<file path="config.mk">
export PLATFORM = sky130hd
export DESIGN_NAME = errstat_regs
export DESIGN_NICKNAME = d
export VERILOG_FILES = /design/src/rtl/errstat_pkg.sv /design/src/rtl/errstat_cmd_decode.sv /design/src/rtl/errstat_flag_cell.sv /design/src/rtl/errstat_readback.sv /design/src/rtl/errstat_regs.sv
export SDC_FILE = /design/constraint.sdc
export NUM_CORES = 1
export LEC_CHECK = 0
export BUFFER_PORTS_ARGS = -buffer_cell sky130_fd_sc_hd__buf_4
export CAP_MARGIN = 20
export CORE_MARGIN = 10
export CORE_UTILIZATION = 44
export CTS_CLUSTER_SIZE = 10
export DETAILED_ROUTE_END_ITERATION = 16
export PLACE_DENSITY = 0.86
export SYNTH_ARGS = -nofsm -noshare
export SYNTH_HDL_FRONTEND = slang
export SYNTH_HIERARCHICAL = 1
export SYNTH_SLANG_ARGS = --single-unit
</file>
<file path="constraint.sdc">
create_clock -name clk -period 2.17 [get_ports clk]
set_clock_uncertainty 0.05 [all_clocks]
set_input_delay 0.3255 -clock clk [delete_from_list [all_inputs] [get_ports clk]]
set_output_delay 0.3255 -clock clk [all_outputs]
set_load 0.005 [all_outputs]
</file>
<file path="src/rtl/errstat_pkg.sv">
package errstat_pkg;
  localparam int NFLAG    = 8;
  localparam int BUSY_POS = 13;
  localparam int CMD_W    = 16;

  // flag index order: 0 enable, 1 select, 2 mode, 3 tx_ovf, 4 rx_ovf,
  // 5 abort, 6 tx_unf, 7 rx_unf
  function automatic int stat_pos(input int i);
    case (i)
      0: return 0;
      1: return 1;
      2: return 7;
      3: return 8;
      4: return 9;
      5: return 10;
      6: return 11;
      default: return 12;
    endcase
  endfunction

  function automatic int set_pos(input int i);
    case (i)
      0: return 1;
      1: return 3;
      2: return 7;
      3: return 12;
      4: return 13;
      5: return 14;
      6: return 15;
      default: return 5;
    endcase
  endfunction

  function automatic int clr_pos(input int i);
    case (i)
      0: return 0;
      1: return 2;
      2: return 6;
      3: return 8;
      4: return 9;
      5: return 10;
      6: return 11;
      default: return 4;
    endcase
  endfunction
endpackage

</file>
<file path="src/rtl/errstat_cmd_decode.sv">
module errstat_cmd_decode
  import errstat_pkg::*;
(
  input  logic             wr_hit,
  input  logic [CMD_W-1:0] cmd,
  output logic [NFLAG-1:0] set_v,
  output logic [NFLAG-1:0] clr_v
);
  for (genvar i = 0; i < NFLAG; i++) begin : g_pair
    assign set_v[i] = wr_hit & cmd[set_pos(i)];
    assign clr_v[i] = wr_hit & cmd[clr_pos(i)];
  end
endmodule

</file>
<file path="src/rtl/errstat_flag_cell.sv">
module errstat_flag_cell (
  input  logic clk,
  input  logic rst_n,
  input  logic set_i,
  input  logic clr_i,
  input  logic hw_i,
  output logic q_o
);
  logic q_nxt;

  always_comb begin
    q_nxt = q_o;
    if (hw_i)                q_nxt = 1'b1;
    else if (set_i && !clr_i) q_nxt = 1'b1;
    else if (clr_i && !set_i) q_nxt = 1'b0;
  end

  always_ff @(posedge clk or negedge rst_n) begin
    if (!rst_n) q_o <= 1'b0;
    else        q_o <= q_nxt;
  end

  a_r2_set_cmd: assert property (@(posedge clk) disable iff (!rst_n)
    (set_i && !clr_i) |=> q_o);
  a_r3_clr_cmd: assert property (@(posedge clk) disable iff (!rst_n)
    (clr_i && !set_i && !hw_i) |=> !q_o);
  a_r4_both_hold: assert property (@(posedge clk) disable iff (!rst_n)
    (set_i && clr_i && !hw_i) |=> $stable(q_o));
  a_r8_event_wins: assert property (@(posedge clk) disable iff (!rst_n)
    hw_i |=> q_o);
  a_r12_hold: assert property (@(posedge clk) disable iff (!rst_n)
    (!set_i && !clr_i && !hw_i) |=> $stable(q_o));
endmodule

</file>
<file path="src/rtl/errstat_readback.sv">
module errstat_readback #(
  parameter int DATA_W = 32,
  parameter int ADDR_W = 2,
  parameter int ENA_W  = 4,
  parameter logic [ADDR_W-1:0] A_ENA  = 0,
  parameter logic [ADDR_W-1:0] A_STAT = 1
) (
  input  logic [ADDR_W-1:0] addr,
  input  logic [DATA_W-1:0] stat_word,
  input  logic [ENA_W-1:0]  ena,
  output logic [DATA_W-1:0] rdata
);
  always_comb begin
    rdata = '0;
    if (addr == A_STAT)     rdata = stat_word;
    else if (addr == A_ENA) rdata[ENA_W-1:0] = ena;
  end
endmodule

</file>
<file path="src/rtl/errstat_regs.sv">
module errstat_regs
  import errstat_pkg::*;
#(
  parameter int DATA_W = 32,
  parameter int ADDR_W = 2
) (
  input  logic              clk,
  input  logic              rst_n,
  input  logic [ADDR_W-1:0] reg_addr,
  input  logic              reg_wr,
  input  logic [DATA_W-1:0] reg_wdata,
  output logic [DATA_W-1:0] reg_rdata,
  input  logic              busy_in,
  input  logic              evt_mode,
  input  logic              evt_tx_ovf,
  input  logic              evt_rx_ovf,
  input  logic              evt_abort,
  input  logic              evt_tx_unf,
  input  logic              evt_rx_unf,
  output logic              err_irq
);
  localparam int ENA_W = 4;
  localparam logic [ADDR_W-1:0] A_ENA  = ADDR_W'(0);
  localparam logic [ADDR_W-1:0] A_STAT = ADDR_W'(1);
  localparam logic [ADDR_W-1:0] A_CMD  = ADDR_W'(2);

  logic [ENA_W-1:0] ena_q;
  logic [NFLAG-1:0] set_v, clr_v, hw_v, flag_q;
  logic [DATA_W-1:0] stat_word;
  logic cmd_hit, ena_hit;
  logic unused_hi;

  assign cmd_hit   = reg_wr && (reg_addr == A_CMD);
  assign ena_hit   = reg_wr && (reg_addr == A_ENA);
  assign unused_hi = ^reg_wdata[DATA_W-1:CMD_W];

  always_ff @(posedge clk or negedge rst_n) begin
    if (!rst_n)       ena_q <= '0;
    else if (ena_hit) ena_q <= reg_wdata[ENA_W-1:0];
  end

  errstat_cmd_decode u_dec (
    .wr_hit(cmd_hit),
    .cmd   (reg_wdata[CMD_W-1:0]),
    .set_v (set_v),
    .clr_v (clr_v)
  );

  assign hw_v = {evt_rx_unf & ena_q[3], evt_tx_unf, evt_abort & ena_q[2],
                 evt_rx_ovf & ena_q[1], evt_tx_ovf & ena_q[0], evt_mode,
                 2'b00};

  for (genvar i = 0; i < NFLAG; i++) begin : g_flag
    errstat_flag_cell u_cell (
      .clk  (clk),
      .rst_n(rst_n),
      .set_i(set_v[i]),
      .clr_i(clr_v[i]),
      .hw_i (hw_v[i]),
      .q_o  (flag_q[i])
    );
  end

  always_comb begin
    stat_word = '0;
    for (int i = 0; i < NFLAG; i++) stat_word[stat_pos(i)] = flag_q[i];
    stat_word[BUSY_POS] = busy_in;
  end

  errstat_readback #(
    .DATA_W(DATA_W), .ADDR_W(ADDR_W), .ENA_W(ENA_W),
    .A_ENA(A_ENA), .A_STAT(A_STAT)
  ) u_rd (
    .addr     (reg_addr),
    .stat_word(stat_word),
    .ena      (ena_q),
    .rdata    (reg_rdata)
  );

  assign err_irq = |flag_q[NFLAG-1:2];

  a_r6_gated_off: assert property (@(posedge clk) disable iff (!rst_n)
    (!ena_q[0] && !flag_q[3] && !cmd_hit) |=> !flag_q[3]);
  a_r6_gated_on: assert property (@(posedge clk) disable iff (!rst_n)
    (ena_q[2] && evt_abort) |=> flag_q[5]);
  a_r7_mode_always: assert property (@(posedge clk) disable iff (!rst_n)
    evt_mode |=> err_irq);
  a_r9_irq_cause: assert property (@(posedge clk) disable iff (!rst_n)
    $rose(err_irq) |-> $past(cmd_hit || evt_mode || evt_tx_unf ||
                             evt_tx_ovf || evt_rx_ovf || evt_abort || evt_rx_unf));
  a_r11_stat_write: assert property (@(posedge clk) disable iff (!rst_n)
    (reg_wr && reg_addr == A_STAT && hw_v == '0) |=> ($stable(flag_q) && $stable(ena_q)));
endmodule

</file>
======== Word-level counts from Yosys, hierarchy flattened ========
Index checks and enable logic that the tools add are counted.
storage, ports and cells
  ROM bits ................................ 0
  latch bits .............................. 0
  output and inout port bits .............. 33
  logic and storage cells ................. 100
  input bits .............................. 44
  RAM bits ................................ 0
  memories kept ........................... 0
  bits in registers ....................... 12
cells by class
  bitwise operators ....................... 20
  eq/ne operators ......................... 2
  shift operators ......................... 0
  muxes and demuxes ....................... 25
  reduce and logical (&&, ||, !) cells .... 44
  divide/modulo/power cells ............... 0
  order comparisons ....................... 0
  add/sub/neg operators ................... 0
  $mul .................................... 0
operators by type and width
  kind                  count
  $mux W1               22
  $and A1 B1 Y1         20
  $logic_and A1 B1 Y1   18
  $reduce_bool A3 Y1    6
  $logic_not A1 Y1      16
  $mux W10              1
  $mux W4               2
  $reduce_or A6 Y1      1
  $reduce_bool A2 Y1    2
  $eq A2 B1 Y1 const B  1
  $eq A2 B2 Y1 const B  1
  $logic_not A2 Y1      1

======== Logic depth before layout (Yosys ltp) ========
Gate-level depths: netlist of the first run.
  word-level depth ........................ 8
  gate-level depth with buffers ........... 5
  gate-level depth less buffers ........... 4

======== Modules after synthesis ========
Netlist of the first run, hierarchy kept.
by module, submodules not included
  module              times used  seq. area each (um^2)  cells each  area each (um^2)
  errstat_flag_cell   8           25.0                   5           47.5
  errstat_readback    1           0.0                    41          346.6
  errstat_regs        1           100.1                  18          216.5
  errstat_cmd_decode  1           0.0                    17          126.4

======== Worst setup path after synthesis of the first run ========
Ideal clock, no wire load.
  kind .................................... input to output
  start point ............................. input port reg_addr[0]
  end point ............................... output port reg_rdata[10]
  slack ................................... 0.853 ns
  cell stages on the path ................. 5
  path buffers ............................ 3
  data required time ...................... 1.794 ns
  arrival time ............................ 0.942 ns
  path through ............................ buf_6 nor2b_4 buf_6 buf_8 and2_4
on the way
  word-level cells in the longest chain between the ends .. 2
RTL lines
  what             RTL line                text
  start, declared  errstat_regs.sv:9       input logic [ADDR_W-1:0] reg_addr,
  $eq A2 B1 Y1     errstat_readback.sv:15  if (addr == A_STAT) rdata = stat_word;
  $mux W10         errstat_readback.sv:15
  end, declared    errstat_regs.sv:12      output logic [DATA_W-1:0] reg_rdata,
No other way between the ends.

======== Worst setup path in the final report of the first run ========
  start point ............................. input port reg_addr[0]
  end point ............................... output port reg_rdata[12]
The elaborated chain is that of the path after synthesis.

==> results of run 1 <==
## final cells by class
cell class | count | area (um2) | share of cell area, %
Multi-Input combinational cell | 125 | 803 | 54.9
Tap cell | 28 | 35.0 | 2.39
Timing Repair Buffer | 40 | 303 | 20.7
Sequential cell | 12 | 300 | 20.5
Clock buffer | 3 | 22.5 | 1.54
## worst max-delay path, cell delays in order
cell and delay, ns:
buf_4 0.15, nor2b_4 0.50, and2_4 0.23, buf_4 0.10
## power groups by stage
| stage | clock network, mW | logic, mW | registers, mW |
|---|---|---|---|
| 2_1_floorplan | 0 | 0.125 | 0.275 |
| 3_3_place_gp | 0 | 0.191 | 0.283 |
| 3_5_place_dp | 0 | 0.198 | 0.284 |
| 4_1_cts | 0.142 | 0.200 | 0.279 |
| 5_1_grt | 0.156 | 0.225 | 0.284 |
| 6_report | 0.139 | 0.201 | 0.279 |
## final timing paths
path | endpoint | slack (ns) | cells past startpoint | startpoint
min | ena_q[1] | 0.24 | 2 | reg_wdata[1]
max in group asynchronous | g_flag[6].u_cell/q_o | 1.55 | 2 | rst_n
min in group asynchronous | ena_q[1] | 0.37 | 2 | rst_n
max | reg_rdata[12] | 0.48 | 4 | reg_addr[0]
min reg2reg | ena_q[2] | 0.48 | 1 | ena_q[2]
max reg2reg | g_flag[4].u_cell/q_o | 1.19 | 3 | ena_q[1]
## kinds of logic after synthesis
| group | after synthesis |
|---|---|
| simple gates | 82 |
| mux | 8 |
| buf+inv | 5 |
| flops | 12 |
| other cells | 1 |
| compound gates | 8 |
## placed cells by master (no fill, tap or decap)
| cell | count |
|---|---|
| buf_4 | 39 |
| nor2b_4 | 1 |
| nor2_1 | 13 |
| a21oi_1 | 8 |
| nor3b_1 | 8 |
| nor3b_4 | 1 |
| nand2_1 | 1 |
| mux2i_1 | 4 |
| clkbuf_4 | 3 |
| dlygate4sd3_1 | 1 |
| nor4_1 | 1 |
| nand2b_1 | 8 |
| and2_1 | 16 |
| and3b_2 | 1 |
| conb_1 | 27 |
| and2_4 | 20 |
| mux2_2 | 4 |
| dfrtp_1 | 12 |
| and2_2 | 12 |
## routing by layer
layer | part of all wire [%] | routed length (um) | up-vias | global-route usage, %
met2 | 52 | 1450 | 38 | 19.4
li1 | - | - | 474 | -
met4 | 2.3 | 63 | 0 | 4.43
met5 | 0 | 0 | - | 0
met3 | 7.9 | 222 | 6 | 4.28
met1 | 38 | 1060 | 411 | 11.7
## state kept, by name (all words and copies together) (netlist names)
name               count
ena_q                  4
g_flag.u_cell/q_o      8
## stage by stage
step           setup slack (ns)  hold WS [ns]  total power, mW  util [%]  instance area, um2
6_report                  0.485         0.241            0.619      64.9                1460
5_1_grt                   0.382         0.234            0.666      64.9                1460
4_1_cts                   0.474         0.238            0.622      64.9                1460
3_5_place_dp              0.474         0.129            0.482      63.5                1430
3_3_place_gp              0.528         0.124            0.473      63.5                1430
2_1_floorplan             0.853       -0.0201            0.400         -                1170
==> impl_metrics.yaml, run 1 <==
run_status:
  status: "finished clean"
worst_setup_path:
  worstPathMaxFanout: 28
  arrival_ns: 1.31
  required_ns: 1.79
  worst_setup_path_start_kind: "primary input"
  end_kind: "output port"
  path_class: "in -> out"
floorplan:
  ios: 77
  die_w_um: 69.3
  fp.dieH_um: 69.3
  die-area_um2: 4800
  core_area_um2: 2250
  start_util_pct: 47.4
  rows: 17
placed_design:
  placed_cells: 204
  io_buffer_count: 39
  place.gp.congestion: 0.767
sta:
  rsz0062_at_grt: "no"
  clock.fmax_mhz: 593
  tightest_slew_ns: 0.528
  setup_viol: 0
  hold_viol: 0
  tns_ns: 0
  slew_headroom_pct: 64.7
  period_needed_ns: 1.69
  maxSlewViolCount: 0
  timing.final.crit_share_pct: 77.7
drt:
  via_count: 929
  first_iter_violations: 22
  ant_nets: 0
  drt_wl_total_um: 2800
  wire_per_inst_um: 13.5
  via_per_inst: 4.47
  drc: 0
  first_pass_iters: 3
clock_tree:
  cts_tree: "built"
  ctsResizeCount: 0
  hold_buffers: 1
  htree_levels: 1
  clock_sinks: 12
  clk_pin_slew_ns: 0.07
  clockBufferDepth: 2
  root_buffer: "clkbuf_4"
  post_cts_buffers: 0
  cts-buffers-inserted: 3
  clk_latency_ns: 0.27
yosys:
  synth.area.mux_share_pct: 7.95
  synth_top_family_by_area: "simple AND/OR/NAND/NOR gates"
  synth.top_cell.area_share_pct: 28.1
  ys.warnings.count: 6
  postSynthAreaPerCell_um2: 9.22
  ys_seq_area_share_pct: 28.1
  synth_compound_area_share_pct: 3.74
  synth_xor_area_share_pct: 0
  syn_area_um2: 1070
  synthAdderAreaFrac_pct: 0
  yosysMostFrequentCell: "and2_4"
  synth-simple-area-share_pct: 53.9
  synthDistinctLibCells: 18
  synth.cells.most_frequent: "and2_4 (20), and2_1 (16), nor2_1 (13), and2_2 (12), dfrtp_1 (12)"
  synth_area_leaders: "dfrtp_1 (28%), and2_4 (16%), and2_1 (9.4%), and2_2 (8.4%), nor3b_1 (5.6%)"
  ys.flop_type: "dfrtp_1"
  synth_edf_count: 0
  syn_inst: 116
  async_flop_share_pct: 100
  yosysTopAreaCell: "dfrtp_1"
  ys_seq_elements: 12
power_and_ir_drop:
  clkPwrFrac_pct: 22.4
  switching_power_uw: 181
  p_leak_nw: 0.736
  power.internal_uw: 438
  p_per_area_nw_per_um2: 423
  vdd_drop_max_mv: 0.384
  seqPwrFrac_pct: 45.1
  comb_power_share_pct: 32.4
  p_sw_share_pct: 29.3
layout:
  fill_cells: 200
  final_nets: 226
  fin_cells: 208
  drive_gt1_share_pct: 45.0
  diodes: 0
  syn_to_final_growth_pct: 36.8
grt:
  grt_usage_pct: 11.1
  grt_start_max_net_pins: 29
  grt_antenna_before_repair: 0
  grt_pass1_wl_um: 4640
  overflow: 0
  grt_pass1_vias: 1000
hold_path:
  hold_path.class: "in -> reg"
job:
  cap_violations: 0
Note: power is estimated with default switching activity, not from simulation.
==> inputs of run 2 (changes only) <==
--- a/config.mk
+++ b/config.mk
@@ -8,10 +8,10 @@
 export BUFFER_PORTS_ARGS = -buffer_cell sky130_fd_sc_hd__buf_4
 export CAP_MARGIN = 20
 export CORE_MARGIN = 10
-export CORE_UTILIZATION = 44
+export CORE_UTILIZATION = 41
 export CTS_CLUSTER_SIZE = 10
 export DETAILED_ROUTE_END_ITERATION = 16
-export PLACE_DENSITY = 0.86
+export PLACE_DENSITY = 0.81
 export SYNTH_ARGS = -nofsm -noshare
 export SYNTH_HDL_FRONTEND = slang
 export SYNTH_HIERARCHICAL = 1
==> constraint.sdc (replaced) <==
create_clock -name clk -period 1.8 [get_ports clk]
set_clock_uncertainty 0.05 [all_clocks]
set_input_delay 0.27 -clock clk [delete_from_list [all_inputs] [get_ports clk]]
set_output_delay 0.27 -clock clk [all_outputs]
set_load 0.005 [all_outputs]
==> run 2 against run 1 <==
  * Utilization decreased by 4.9 points
  * Worst hold slack worse by 0.053 ns
  * Non-clock buffer count increased by 1
  * Critical endpoint is now err_irq
  * Routed wire length grew 0.89%
  * Sequential power up 21%
  * Critical path depth decreased by 1
  * First-iteration DRC count is 68% higher
  * Combinational power is 21% higher
  * Setup slack got worse by 0.21 ns
  * Highest routed layer is now met3
  * Largest cell class unchanged
  * Count of clock-buffer cells in the layout increased by 1
  * Sequential share of layout area is 0.33 points lower
  * Critical path type is now reg -> out
  * Total power increased by 28%
==> impl_metrics.yaml, run 2 (same netlist as run 1, synthesis figures left out) <==
grt:
  grt_usage_pct: 11.2
  grt_antenna_before_repair: 0
  grt_pass1_wl_um: 4800
  grt_pass1_vias: 1048
  grt_start_max_net_pins: 24
  overflow: 0
sta:
  holdWs_ns: 0.189
  clock.fmax_mhz: 655
  tns_ns: 0
  period_needed_ns: 1.53
  hold_viol: 0
  setup_viol: 0
  maxSlewViolCount: 0
  timing.final.crit_share_pct: 84.8
  rsz0062_at_grt: "no"
clock_tree:
  clock_sinks: 12
  clockBufferDepth: 2
  ctsResizeCount: 0
  post_cts_buffers: 0
  htree_levels: 1
  cts-buffers-inserted: 3
  clk_pin_slew_ns: 0.08
  clk_latency_ns: 0.27
  hold_buffers: 1
  cts_tree: "built"
  root_buffer: "clkbuf_4"
drt:
  drt_wl_total_um: 2820
  wire_per_inst_um: 13.3
  first_iter_violations: 37
  via_count: 941
  ant_nets: 0
  via_per_inst: 4.44
  first_pass_iters: 2
  drc: 0
layout:
  final_nets: 227
  reg.largest.list: "g_flag.u_cell/q_o (8), ena_q (4)"
  syn_to_final_growth_pct: 39.1
  drive_gt1_share_pct: 45.6
  largest_reg_flops: 8
  diodes: 0
  regMostFlops: "g_flag.u_cell/q_o"
  fin_util_pct: 60.1
  final_common_cell: "buf_4"
  final_cell_mix: "buf_4 (40), conb_1 (27), and2_4 (20), and2_1 (16), nor2_1 (13)"
placed_design:
  place.gp.congestion: 0.741
  io_buffer_count: 39
  hpwl_um: 2480
worst_setup_path:
  path_class: "reg -> out"
  arrival_ns: 1.21
  end_kind: "output port"
  crit_path_max_incr_delay_ns: 0.41
  cp_cell_sequence: "nor4_1 -> nand2_1 -> buf_4"
  worstPathMaxFanout: 4
  crit_path_top_delay_cell: "dfrtp_1"
  crit_family: "flip-flops"
  worst-path-buf-inv: 1
  worst_setup_path_start_kind: "register"
  required_ns: 1.48
floorplan:
  start_util_pct: 43.2
  ios: 77
  rows: 18
  fp.dieH_um: 71.1
  die_w_um: 71.1
  core_area_um2: 2480
  die-area_um2: 5050
power_and_ir_drop:
  vdd_drop_max_mv: 0.440
  p_total_uw: 791
  p_leak_nw: 0.748
  p_per_area_nw_per_um2: 532
job:
  cap_violations: 0
hold_path:
  hold_path.class: "in -> reg"
run_status:
  status: "finished clean"
-- run 2: area by class of cell --
class                      count  area (um2)
timing repair buffer          41         310
clock buffer                   4        36.3
tap                           30        37.5
fill                         234         990
sequential                    12         300
multi-input combinational    125         803
-- run 2: final timing paths --
path / slack (ns) / cells past startpoint / startpoint / endpoint
max: 0.27 / 3 / g_flag[5].u_cell/q_o / err_irq
min: 0.19 / 2 / reg_wdata[3] / ena_q[3]
max reg2reg: 0.81 / 3 / ena_q[3] / g_flag[7].u_cell/q_o
min reg2reg: 0.50 / 1 / ena_q[2] / ena_q[2]
max in group asynchronous: 1.22 / 2 / rst_n / g_flag[7].u_cell/q_o
min in group asynchronous: 0.32 / 2 / rst_n / g_flag[1].u_cell/q_o
-- run 2: per-layer routing --
metal,vias up,global-route usage [%],share of wire [%]
met3,0,5.86,12
met5,-,0,0
li1,482,-,-
met1,418,10.4,36
met4,0,1.94,0
met2,41,21.3,52
-- run 2: power by group --
| group | internal [mW] | switching [mW] |
|---|---|---|
| registers | 0.305 | 0.0326 |
| clock network | 0.123 | 0.0872 |
| logic | 0.147 | 0.0972 |
| total | 0.574 | 0.217 |
-- run 2: stage by stage --
| step | setup slack, ns | instances | cell area (um2) |
|---|---|---|---|
| finish | 0.274 | 212 | 1490 |
| floorplan | 0.594 | 142 | 1170 |
| detailed placement | 0.271 | 207 | 1440 |
| global route | 0.160 | 212 | 1490 |
| global placement | 0.325 | 207 | 1440 |
| CTS | 0.254 | 212 | 1490 |
==> inputs of run 3 (changes only) <==
--- a/config.mk
+++ b/config.mk
@@ -5,13 +5,14 @@
 export SDC_FILE = /design/constraint.sdc
 export NUM_CORES = 1
 export LEC_CHECK = 0
+export ABC_AREA = 1
 export BUFFER_PORTS_ARGS = -buffer_cell sky130_fd_sc_hd__buf_4
 export CAP_MARGIN = 20
 export CORE_MARGIN = 10
 export CORE_UTILIZATION = 41
 export CTS_CLUSTER_SIZE = 10
 export DETAILED_ROUTE_END_ITERATION = 16
-export PLACE_DENSITY = 0.81
+export PLACE_DENSITY = 0.79
 export SYNTH_ARGS = -nofsm -noshare
 export SYNTH_HDL_FRONTEND = slang
 export SYNTH_HIERARCHICAL = 1
==> constraint.sdc (replaced) <==
create_clock -name clk -period 1.5 [get_ports clk]
set_clock_uncertainty 0.05 [all_clocks]
set_input_delay 0.225 -clock clk [delete_from_list [all_inputs] [get_ports clk]]
set_output_delay 0.225 -clock clk [all_outputs]
set_load 0.005 [all_outputs]
==> run 3 against run 2 <==
  * Count of clock-buffer cells in the layout unchanged
  * First-iteration DRC count up 11%
  * Cell area up 5.0%
  * Flip-flop and latch count unchanged
  * Critical path depth unchanged
  * Clock power up 27%
  * Largest power group unchanged
  * Via count up 24%
==> impl_metrics.yaml, run 3 <==
yosys:
  ys.warnings.count: 6
  async_flop_share_pct: 100
  synthDistinctLibCells: 12
  synth.top_cell.area_share_pct: 26.7
  ys_seq_area_share_pct: 26.7
  ys_seq_elements: 12
  synth_area_leaders: "dfrtp_1 (27%), inv_1 (22%), nand2_1 (19%), nor2_2 (12%), nor2_1 (4.3%)"
  ys.flop_type: "dfrtp_1"
  postSynthAreaPerCell_um2: 5.75
  synth.cells.most_frequent: "inv_1 (65), nand2_1 (56), nor2_2 (21), nor2_1 (13), dfrtp_1 (12)"
  yosysMostFrequentCell: "inv_1"
  synth_edf_count: 0
  syn_inst: 196
  yosysTopAreaCell: "dfrtp_1"
  syn_area_um2: 1130
layout:
  final_common_cell: "inv_1"
  finalInstanceArea_um2: 1560
  largest_reg_flops: 8
  fin_util_pct: 61.4
  regMostFlops: "g_flag.u_cell/q_o"
  syn_to_final_growth_pct: 38.7
  fill_cells: 276
  drive_gt1_share_pct: 28.1
  diodes: 0
  reg.largest.list: "g_flag.u_cell/q_o (8), ena_q (4)"
  final_nets: 308
  final_cell_mix: "inv_1 (65), nand2_1 (56), buf_4 (42), conb_1 (25), nor2_2 (21)"
worst_setup_path:
  reg2reg_from: "ena_q[0]"
  required_ns: 1.22
  worstPathMaxFanout: 3
  path_class: "reg -> out"
  worst-r2r-setup-slack_ns: 0.66
  end_kind: "output port"
  worst_setup_path_start_kind: "register"
  rr_worst_depth: 4
  worst_r2r_endpoint: "g_flag[3].u_cell/q_o"
  arrival_ns: 1.02
clock_tree:
  root_buffer: "clkbuf_4"
  clockBufferDepth: 2
  clock_sinks: 12
  clk_latency_ns: 0.27
  cts-buffers-inserted: 3
  post_cts_buffers: 0
  cts_tree: "built"
  htree_levels: 1
  clk_pin_slew_ns: 0.08
grt:
  grt_start_max_net_pins: 16
  grt_antenna_before_repair: 0
  grt_pass1_vias: 1048
  grt_pass1_wl_um: 4430
  grt_usage_pct: 10.2
  overflow: 0
floorplan:
  fp.dieH_um: 72.4
  ios: 77
  rows: 18
  die_w_um: 72.4
  core_area_um2: 2540
  die-area_um2: 5240
  start_util_pct: 44.2
power_and_ir_drop:
  p_total_uw: 947
  vdd_drop_max_mv: 0.660
  p_per_area_nw_per_um2: 606
  p_leak_nw: 0.958
job:
  cap_violations: 0
hold_path:
  hold_path.startpoint: "evt_tx_unf"
  hold_end: "g_flag[6].u_cell/q_o"
  hold_path.class: "in -> reg"
  hold_path_depth: 3
sta:
  holdWs_ns: 0.0794
  timing.final.crit_share_pct: 86.5
  hold_viol: 0
  rsz0062_at_grt: "no"
  clock.fmax_mhz: 771
  period_needed_ns: 1.30
  setup_viol: 0
  maxSlewViolCount: 0
  tns_ns: 0
run_status:
  status: "finished clean"
placed_design:
  place.gp.congestion: 0.800
  hpwl_um: 2430
  placed_area_um2: 1520
  io_buffer_count: 39
drt:
  ant_nets: 0
  first_pass_iters: 4
  drc: 0
  wire_per_inst_um: 9.53
  drt_wl_total_um: 2790
  via_per_inst: 3.98
  via_count: 1165
  first_iter_violations: 41
-- run 3: layer usage --
layer / GRT usage [%] / wire (um)
met5: 0 / 0
met4: 3.59 / 23
met3: 4.90 / 286
met2: 15.9 / 1200
met1: 11.7 / 1280
-- run 3: cells by family after synthesis --
| family | synth area share [%] |
|---|---|
| AND/OR/NAND/NOR | 43.0 |
| flip-flops | 26.7 |
| AO/OA/AOI/OAI | 3.56 |
| buffers and inverters | 26.4 |
| other | 0.333 |
-- run 3: report_power, final --
group	leakage (nW)	switching, mW	internal [mW]
Clock	0.0210	0.118	0.148
Combinational	0.811	0.151	0.137
Sequential	0.126	0.0306	0.362
-- run 3: worst max path at each step --
| stage | startpoint | to | slack, ns | depth (start not counted) |
|---|---|---|---|---|
| 4_1_cts | g_flag[7].u_cell/q_o | err_irq | 0.18 | 3 |
| 3_3_place_gp | reg_addr[0] | g_flag[6].u_cell/q_o | 0.27 | 8 |
| 3_5_place_dp | reg_addr[0] | g_flag[0].u_cell/q_o | 0.25 | 8 |
| 6_report | g_flag[7].u_cell/q_o | err_irq | 0.20 | 3 |
| 2_1_floorplan | reg_wr | g_flag[1].u_cell/q_o | 0.44 | 9 |
| 5_1_grt | g_flag[7].u_cell/q_o | err_irq | 0.11 | 3 |
-- run 3: area by class of cell --
cell class | count | area, um2 | area share [%]
multi-input combinational | 139 | 618 | 39.6
timing repair buffer | 43 | 325 | 20.8
inverter | 65 | 244 | 15.6
tap | 30 | 37.5 | 2.40
sequential | 12 | 300 | 19.2
clock buffer | 4 | 36.3 | 2.32
-- run 3: per-stage QoR --
step           std cells  worst slack [ns]
6_report             293             0.203
5_1_grt              293             0.112
4_1_cts              293             0.182
3_5_place_dp         288             0.249
3_3_place_gp         288             0.269
2_1_floorplan        220             0.438
-- run 3: critical path: stages (launching register included) --
cell and delay [ns]:
dfrtp_1 0.40, nor2_1 0.13, nand3_1 0.08, buf_4 0.14
-- run 3: timing repair --
item                                    4_1_cts  5_1_grt
hold buffers                                  1        0
hold endpoints to repair                     12        0
endpoints found under the setup margin        0        0
resized for setup                             0        0
